File: src/rtl/irqHaltPkg.sv
package irqHaltPkg;

  // Decisions made by the control module for one clock cycle.
  typedef struct packed {
    logic queueEi;    // remember an enable for the next boundary
    logic promoteEi;  // queued enable becomes active
    logic dropIme;    // disable instruction
    logic enterHalt;  // park the core
    logic armBug;     // masked halt with a pending source
    logic leaveHalt;  // wake from the parked state
    logic takeIrq;    // enter a handler
    logic clearBug;   // double-fetch window consumed
  } ctlStrobes_t;

endpackage

File: src/rtl/irqPrioPick.sv
module irqPrioPick #(
  parameter int NUM_SRC = 5,
  parameter int IDX_W   = 3
) (
  input  logic [NUM_SRC-1:0] pend,
  output logic [NUM_SRC-1:0] grant,
  output logic [IDX_W-1:0]   grantIdx
);

  // Lowest index wins: a bit is granted only if no lower bit is pending.
  for (genvar g = 0; g < NUM_SRC; g++) begin : gen_grant
    if (g == 0) begin : gen_first
      assign grant[g] = pend[g];
    end else begin : gen_rest
      assign grant[g] = pend[g] & ~(|pend[g-1:0]);
    end
  end

  always_comb begin
    grantIdx = '0;
    for (int i = 0; i < NUM_SRC; i++) begin
      if (grant[i]) grantIdx = IDX_W'(i);
    end
  end

endmodule

File: src/rtl/irqHaltCtl.sv
module irqHaltCtl
  import irqHaltPkg::*;
#(
  parameter int NUM_SRC = 5
) (
  input  logic [NUM_SRC-1:0] ieReg,
  input  logic [NUM_SRC-1:0] ifReg,
  input  logic               eiStrobe,
  input  logic               diStrobe,
  input  logic               haltStrobe,
  input  logic               boundary,
  input  logic               imeQ,
  input  logic               eiPendQ,
  input  logic               haltedQ,
  input  logic               bugQ,
  output logic [NUM_SRC-1:0] pendVec,
  output ctlStrobes_t        strobes
);

  logic anyPend;

  assign pendVec = ieReg & ifReg;
  assign anyPend = |pendVec;

  always_comb begin
    strobes           = '0;
    strobes.queueEi   = eiStrobe && !diStrobe;
    strobes.dropIme   = diStrobe;
    strobes.promoteEi = boundary && eiPendQ;
    // Dispatch uses the enable as it stood before this boundary's promotion.
    strobes.takeIrq   = boundary && imeQ && anyPend;
    strobes.leaveHalt = boundary && haltedQ && anyPend;
    strobes.clearBug  = boundary && bugQ;
    strobes.armBug    = haltStrobe && !imeQ && anyPend;
    strobes.enterHalt = haltStrobe && !(!imeQ && anyPend);
  end

endmodule

File: src/rtl/irqHaltDp.sv
module irqHaltDp
  import irqHaltPkg::*;
#(
  parameter int                 NUM_SRC  = 5,
  parameter int                 IDX_W    = 3,
  parameter int                 VEC_W    = 8,
  parameter logic [VEC_W-1:0]   VEC_BASE = 8'h40,
  parameter int                 VEC_STEP = 8
) (
  input  logic               clk,
  input  logic               rstN,
  input  ctlStrobes_t        strobes,
  input  logic [NUM_SRC-1:0] pendVec,
  output logic               imeQ,
  output logic               eiPendQ,
  output logic               haltedQ,
  output logic               bugQ,
  output logic               reqQ,
  output logic [IDX_W-1:0]   idxQ,
  output logic [VEC_W-1:0]   vecQ,
  output logic [NUM_SRC-1:0] clrQ
);

  logic [NUM_SRC-1:0] grant;
  logic [IDX_W-1:0]   winIdx;

  irqPrioPick #(.NUM_SRC(NUM_SRC), .IDX_W(IDX_W)) i_pick (
    .pend    (pendVec),
    .grant   (grant),
    .grantIdx(winIdx)
  );

  always_ff @(posedge clk) begin
    if (!rstN) begin
      imeQ    <= 1'b0;
      eiPendQ <= 1'b0;
      haltedQ <= 1'b0;
      bugQ    <= 1'b0;
      reqQ    <= 1'b0;
      idxQ    <= '0;
      vecQ    <= '0;
      clrQ    <= '0;
    end else begin
      reqQ <= strobes.takeIrq;
      clrQ <= strobes.takeIrq ? grant : '0;
      if (strobes.takeIrq) begin
        idxQ <= winIdx;
        vecQ <= VEC_BASE + VEC_W'(winIdx) * VEC_W'(VEC_STEP);
      end

      // Disable and dispatch both win over a promotion in the same cycle.
      if (strobes.dropIme || strobes.takeIrq)  imeQ <= 1'b0;
      else if (strobes.promoteEi)              imeQ <= 1'b1;

      if (strobes.dropIme || strobes.takeIrq)  eiPendQ <= 1'b0;
      else if (strobes.queueEi)                eiPendQ <= 1'b1;
      else if (strobes.promoteEi)              eiPendQ <= 1'b0;

      if (strobes.enterHalt)                   haltedQ <= 1'b1;
      else if (strobes.leaveHalt)              haltedQ <= 1'b0;

      if (strobes.armBug)                      bugQ <= 1'b1;
      else if (strobes.clearBug)               bugQ <= 1'b0;
    end
  end

  // A disable leaves neither an active nor a queued enable behind.
  assert_di_cancels_R3: assert property (@(posedge clk) disable iff (!rstN)
    strobes.dropIme |=> (!imeQ && !eiPendQ));

  // The double-fetch window and the parked state exclude each other.
  assert_bug_not_halted_R9: assert property (@(posedge clk) disable iff (!rstN)
    bugQ |-> !haltedQ);

  // A granted clear targets a bit that was pending when the dispatch was decided.
  assert_clear_was_pending_R6: assert property (@(posedge clk) disable iff (!rstN)
    reqQ |-> ((clrQ & ~$past(pendVec)) == '0));

endmodule

File: src/rtl/irqHaltCtrl.sv
module irqHaltCtrl
  import irqHaltPkg::*;
#(
  parameter int               NUM_SRC  = 5,
  parameter int               VEC_W    = 8,
  parameter logic [VEC_W-1:0] VEC_BASE = 8'h40,
  parameter int               VEC_STEP = 8,
  localparam int              IDX_W    = (NUM_SRC > 1) ? $clog2(NUM_SRC) : 1
) (
  input  logic               clk,
  input  logic               rstN,
  input  logic [NUM_SRC-1:0] ieReg,
  input  logic [NUM_SRC-1:0] ifReg,
  input  logic               eiStrobe,
  input  logic               diStrobe,
  input  logic               haltStrobe,
  input  logic               boundary,
  output logic               imeOut,
  output logic               halted,
  output logic               dispatchReq,
  output logic [IDX_W-1:0]   dispatchIdx,
  output logic [VEC_W-1:0]   vectorAddr,
  output logic [NUM_SRC-1:0] flagClear,
  output logic               pcHold
);

  ctlStrobes_t        strobes;
  logic [NUM_SRC-1:0] pendVec;
  logic               imeQ, eiPendQ, haltedQ, bugQ;

  irqHaltCtl #(.NUM_SRC(NUM_SRC)) i_ctl (
    .ieReg     (ieReg),
    .ifReg     (ifReg),
    .eiStrobe  (eiStrobe),
    .diStrobe  (diStrobe),
    .haltStrobe(haltStrobe),
    .boundary  (boundary),
    .imeQ      (imeQ),
    .eiPendQ   (eiPendQ),
    .haltedQ   (haltedQ),
    .bugQ      (bugQ),
    .pendVec   (pendVec),
    .strobes   (strobes)
  );

  irqHaltDp #(
    .NUM_SRC (NUM_SRC),
    .IDX_W   (IDX_W),
    .VEC_W   (VEC_W),
    .VEC_BASE(VEC_BASE),
    .VEC_STEP(VEC_STEP)
  ) i_dp (
    .clk    (clk),
    .rstN   (rstN),
    .strobes(strobes),
    .pendVec(pendVec),
    .imeQ   (imeQ),
    .eiPendQ(eiPendQ),
    .haltedQ(haltedQ),
    .bugQ   (bugQ),
    .reqQ   (dispatchReq),
    .idxQ   (dispatchIdx),
    .vecQ   (vectorAddr),
    .clrQ   (flagClear)
  );

  assign imeOut = imeQ;
  assign halted = haltedQ;
  assign pcHold = bugQ;

  assert_req_gated_R4: assert property (@(posedge clk) disable iff (!rstN)
    dispatchReq |-> ($past(boundary) && $past(imeOut) && (|$past(ieReg & ifReg))));

  assert_req_effects_R6: assert property (@(posedge clk) disable iff (!rstN)
    dispatchReq |-> (!imeOut && ($countones(flagClear) == 1)));

  assert_enable_at_boundary_R2: assert property (@(posedge clk) disable iff (!rstN)
    $rose(imeOut) |-> $past(boundary));

  assert_halt_entry_R7: assert property (@(posedge clk) disable iff (!rstN)
    $rose(halted) |-> $past(haltStrobe));

  assert_halt_exit_R8: assert property (@(posedge clk) disable iff (!rstN)
    $fell(halted) |-> ($past(boundary) && (|$past(ieReg & ifReg))));

  assert_no_clear_idle_R6: assert property (@(posedge clk) disable iff (!rstN)
    !dispatchReq |-> (flagClear == '0));

endmodule

File: config.mk
export PLATFORM = sky130hd
export DESIGN_NAME = irqHaltCtrl
export DESIGN_NICKNAME = d
export VERILOG_FILES = /design/src/rtl/irqHaltPkg.sv /design/src/rtl/irqPrioPick.sv /design/src/rtl/irqHaltCtl.sv /design/src/rtl/irqHaltDp.sv /design/src/rtl/irqHaltCtrl.sv
export SDC_FILE = /design/constraint.sdc
export NUM_CORES = 1
export LEC_CHECK = 0
export BUFFER_PORTS_ARGS = -buffer_cell sky130_fd_sc_hd__clkbuf_2
export CAP_MARGIN = 0
export CELL_PAD_IN_SITES_DETAIL_PLACEMENT = 1
export CELL_PAD_IN_SITES_GLOBAL_PLACEMENT = 1
export CORE_AREA = 3 3 50 52
export CTS_CLUSTER_SIZE = 24
export DETAILED_ROUTE_END_ITERATION = 8
export DIE_AREA = 0 0 53 55
export GPL_ROUTABILITY_DRIVEN = 0
export PLACE_DENSITY = 0.76
export SYNTH_ARGS = -nofsm -noshare
export SYNTH_HDL_FRONTEND = slang
export SYNTH_SLANG_ARGS = --single-unit
File: constraint.sdc
create_clock -name clk -period 2.4 [get_ports clk]
set_input_delay 0.12 -clock clk [delete_from_list [all_inputs] [get_ports clk]]
set_output_delay 0.12 -clock clk [all_outputs]
set_load 0.02 [all_outputs]
-- Word-level counts from Yosys, hierarchy flattened
Cells that the tools add are included.
- flip-flop bits (word level): 21
- bits of input ports: 16
- output and inout bits: 20
- logic and storage cells: 53
- add/subtract/negate cells: 1
- multiplexer cells: 10
- bitwise logic cells: 10
- reductions and logical operators: 24
- operators by type and width (kind ; number):
    $logic_and A1 B1 Y1 ; 11
    $mux W3 ; 3
    $add A7 B6 Y8 const A ; 1
    $mux W1 ; 7
    $reduce_bool A2 Y1 ; 3
    $and A5 B5 Y5 ; 1
    $not A1 Y1 ; 5
    $reduce_or A5 Y1 ; 1
    $and A1 B1 Y1 ; 4
    $reduce_or A2 Y1 ; 2
    $reduce_or A4 Y1 ; 1
    $logic_not A1 Y1 ; 3
    $reduce_or A3 Y1 ; 1
    $reduce_and A2 Y1 ; 1
    $logic_or A1 B1 Y1 ; 1

-- Logic depth before layout (Yosys ltp)
- depth after elaboration: 8
- depth in mapped cells: 4
- depth with buffers taken out: 3

-- By module
From an unflattened synthesis, not the netlist that was laid out.
- cell total of the unflattened synthesis: 76
- area, all modules: 703.2 um^2
- by module, submodules not included (module ; instances ; cells each ; area each (um^2) ; seq. area each (um^2)):
    irqHaltDp ; 1 ; 45 ; 511.7 ; 280.3
    irqHaltCtl ; 1 ; 19 ; 120.1 ; 0.0
    irqPrioPick ; 1 ; 12 ; 71.3 ; 0.0

-- Worst setup path after synthesis
Ideal clock, no wire load.
- path kind: reg-to-reg
- start: reg i_dp.imeQ
- end: reg i_dp.idxQ[1]
- library setup time: 75 ps
- arrival time: 998 ps
- required time: 2325 ps
- slack: 1327 ps
- stages on the path, launching flop included: 4
- buffers on the path: 0
- clock period less this slack: 1073 ps
- cell sequence: dfxtp_1 -> nand3_1 -> nand3b_4 -> o22ai_1
- cells in the longest elaborated chain, start to end: 2
- RTL lines (element ; line ; text):
    start: declaration ; irqHaltDp.sv:14 ; output logic imeQ,
    start signal: assignment ; irqHaltDp.sv:35 ; imeQ <= 1'b0;
    start signal: assignment ; irqHaltDp.sv:52 ; if (strobes.dropIme || strobes.takeIrq) imeQ <= 1'b0;
    start signal: assignment ; irqHaltDp.sv:53 ; else if (strobes.promoteEi) imeQ <= 1'b1;
    $logic_and A1 B1 Y1 (2 in series) ; irqHaltCtl.sv:31 ; strobes.takeIrq = boundary && imeQ && anyPend;
    end signal: assignment ; irqHaltDp.sv:47 ; idxQ <= winIdx;
    end: declaration ; irqHaltDp.sv:19 ; output logic [IDX_W-1:0] idxQ,
Every way passes these cells.
A chain may end at the register's enable or synchronous reset.

-- Worst setup path after layout
- start: reg i_dp.imeQ
- end: out imeOut
- RTL lines (element ; line ; text):
    end: declaration ; irqHaltCtrl.sv:18 ; output logic imeOut,
No word-level cell between the ends.

==> results.toml <==
[outcome]
status = "finished clean"

[grt]
grt_pass1_vias = 573
grt_pass1_wl_um = 2610
grt_max_degree = 11
antenna_found_initial = 0
grt_remaining_overflow = 0
gr-usage-all-layers_pct = 12.9

[floorplanning]
die-area_um2 = 2920
initial_core_util_pct = 29.2
ios = 36
rows = 17
die_w_um = 53
coreArea_um2 = 2150
die_h_um = 55

[worst_setup_path]
cp.arrival_ns = 0.95
cp-start-kind = "flip-flop"
critical_path_class = "flip-flop to output port"
required_ns = 2.28
cp_cell_sequence = "clkbuf_2"
path_delay_family = "flip-flops"
crit_slowest_cell = "dfxtp_1"
max_stage_delay_ns = 0.46
crit_path_max_fanout = 8
path_buf_inv = 1
end_kind = "output port"

[logic_synthesis]
synth_seq_cells = 14
postSynth.asyncResetShare_pct = 0
yosys-top-cells-area = "dfxtp_1 45%, buf_4 9.6%, nand2_1 7.2%"
yosysTopAreaCell = "dfxtp_1"
synthFlopType = "dfxtp_1"
synth-seq-area-share_pct = 44.6
yosysMostFrequentCell = "dfxtp_1"
synth_edf_count = 0
avgSynthCellArea_um2 = 9.66
yosys_warnings = 0
synth_cell_types = 24
synth_top_cell_area_share_pct = 44.6
synth_common_cells = "14 x dfxtp_1, 12 x nand2_1, 8 x buf_4, 4 x a31oi_1, 4 x nor2_1"
netlist_area_um2 = 628
syn-instance-count = 65

[job]
max_cap_violations = 0

[pwr]
power.total_uw = 471
peakVddDrop_mv = 0.262
power_density_nw_per_um2 = 585
power_leakage_nw = 0.397

[routing]
vias = 578
ant_nets = 0
wl_per_cell_um = 12.2
drt_iter0_drc = 5
drt-pass1-iter-count = 4
drc = 0
via_per_inst = 4.70
wl_um = 1510

[place]
placed_cells = 119
dpl.hpwl_um = 1220
portBuffers = 31

[sta]
rsz0062_at_grt = "false"
layout_min_cycle_time_ns = 1.07
fmax_ghz = 0.932
slew_viol_final = 0
fin_crit_sh_pct = 44.7
skew_ns = 0.00657
setup_tns_ns = 0
whs_ns = 0.106
finalSetupViolCount = 0
hold_viol_final = 0

[clock_network]
clockBufferDepth = 2
clk_pin_slew_ns = 0.09
post_cts_resized = 0
cts.hold.buffers_added = 0
cts_root_buffer = "clkbuf_4"
numCtsBuffers = 3
cts_setup_buffers = 0
clkSinkCount = 14
cts_tree = "done"
h-tree-depth = 1
worstSkewPairLatency_ns = 0.28

[finish]
fin_cells = 123
nFillCells = 270
seq_area_um2 = 280
final_layout_size_suffix_gt1_share_pct = 42.1
nets = 112
n_antenna_cell = 0
multi_input_area_um2 = 295
area.growth.synth_to_final_pct = 28.3

[hold_path]
hp-class = "input pin to flip-flop"
[stage by stage]
stage                     utilization [%]  setup WS, ns  cell area, µm²
after global routing                 37.5          1.21             806
after floorplan                         -          1.33             639
after global placement               35.8          1.40             769
after CTS                            37.5          1.31             806
after detailed placement             35.8          1.35             769
final                                37.5          1.33             806
[cells in the final DEF, fill, tap and decap left out, types with 2 or more instances in the layout]
cell	Yosys	final
clkbuf_2	0	31
dfxtp_1	14	14
nand2_1	12	12
nor2_1	4	4
a31oi_1	4	4
conb_1	1	4
o22ai_1	3	3
clkbuf_4	0	3
nand3_1	2	2
a22oi_4	2	2
[routing by layer]
| metal | share of wire [%] | track usage, % | up-vias |
|---|---|---|---|
| li1 | - | - | 282 |
| met1 | 44 | 14.8 | 265 |
| met2 | 46 | 21.1 | 26 |
| met3 | 6.5 | 1.61 | 5 |
| met4 | 3.7 | 11.5 | 0 |
| met5 | 0 | 0 | - |
[logic make-up after synthesis]
kind of cell	synth area share, %
AND/OR/NAND/NOR	21.5
AO/OA/AOI/OAI	23.1
flip-flops	44.6
buffers and inverters	10.2
other	0.597
[power by group]
| part | leakage, nW | switching, mW | internal, mW |
|---|---|---|---|
| Combinational | 0.263 | 0.0400 | 0.0229 |
| Clock | 0.0210 | 0.0775 | 0.0923 |
| Sequential | 0.113 | 0.00232 | 0.236 |
| Total | 0.397 | 0.120 | 0.351 |
[final cells by class]
cell class | instances | area share, %
multi-input cells | 45 | 36.6
flip-flops and latches | 14 | 34.8
clock buffers | 4 | 4.50
inverters | 1 | 0.466
repair buffers | 31 | 19.3
well taps | 28 | 4.35
[registers in the layout (all words and copies together) (netlist names)]
| register | cells |
|---|---|
| i_dp.clrQ | 5 |
| i_dp.idxQ | 2 |
| i_dp.vecQ | 2 |
| i_dp.bugQ | 1 |
| i_dp.eiPendQ | 1 |
| i_dp.haltedQ | 1 |
| i_dp.imeQ | 1 |
| i_dp.reqQ | 1 |
[path summary, 6_finish.rpt]
kind,from,end,slack [ns],cells after the start
worst max-delay path,i_dp.imeQ,imeOut,1.33,1
worst max register to register,i_dp.imeQ,i_dp.idxQ[1],1.35,3
worst min-delay path,ifReg[3],i_dp.clrQ[3],0.11,3
worst min register to register,i_dp.vecQ[6],i_dp.vecQ[6],0.48,1
No activity file was read; power rests on OpenSTA's default activity.
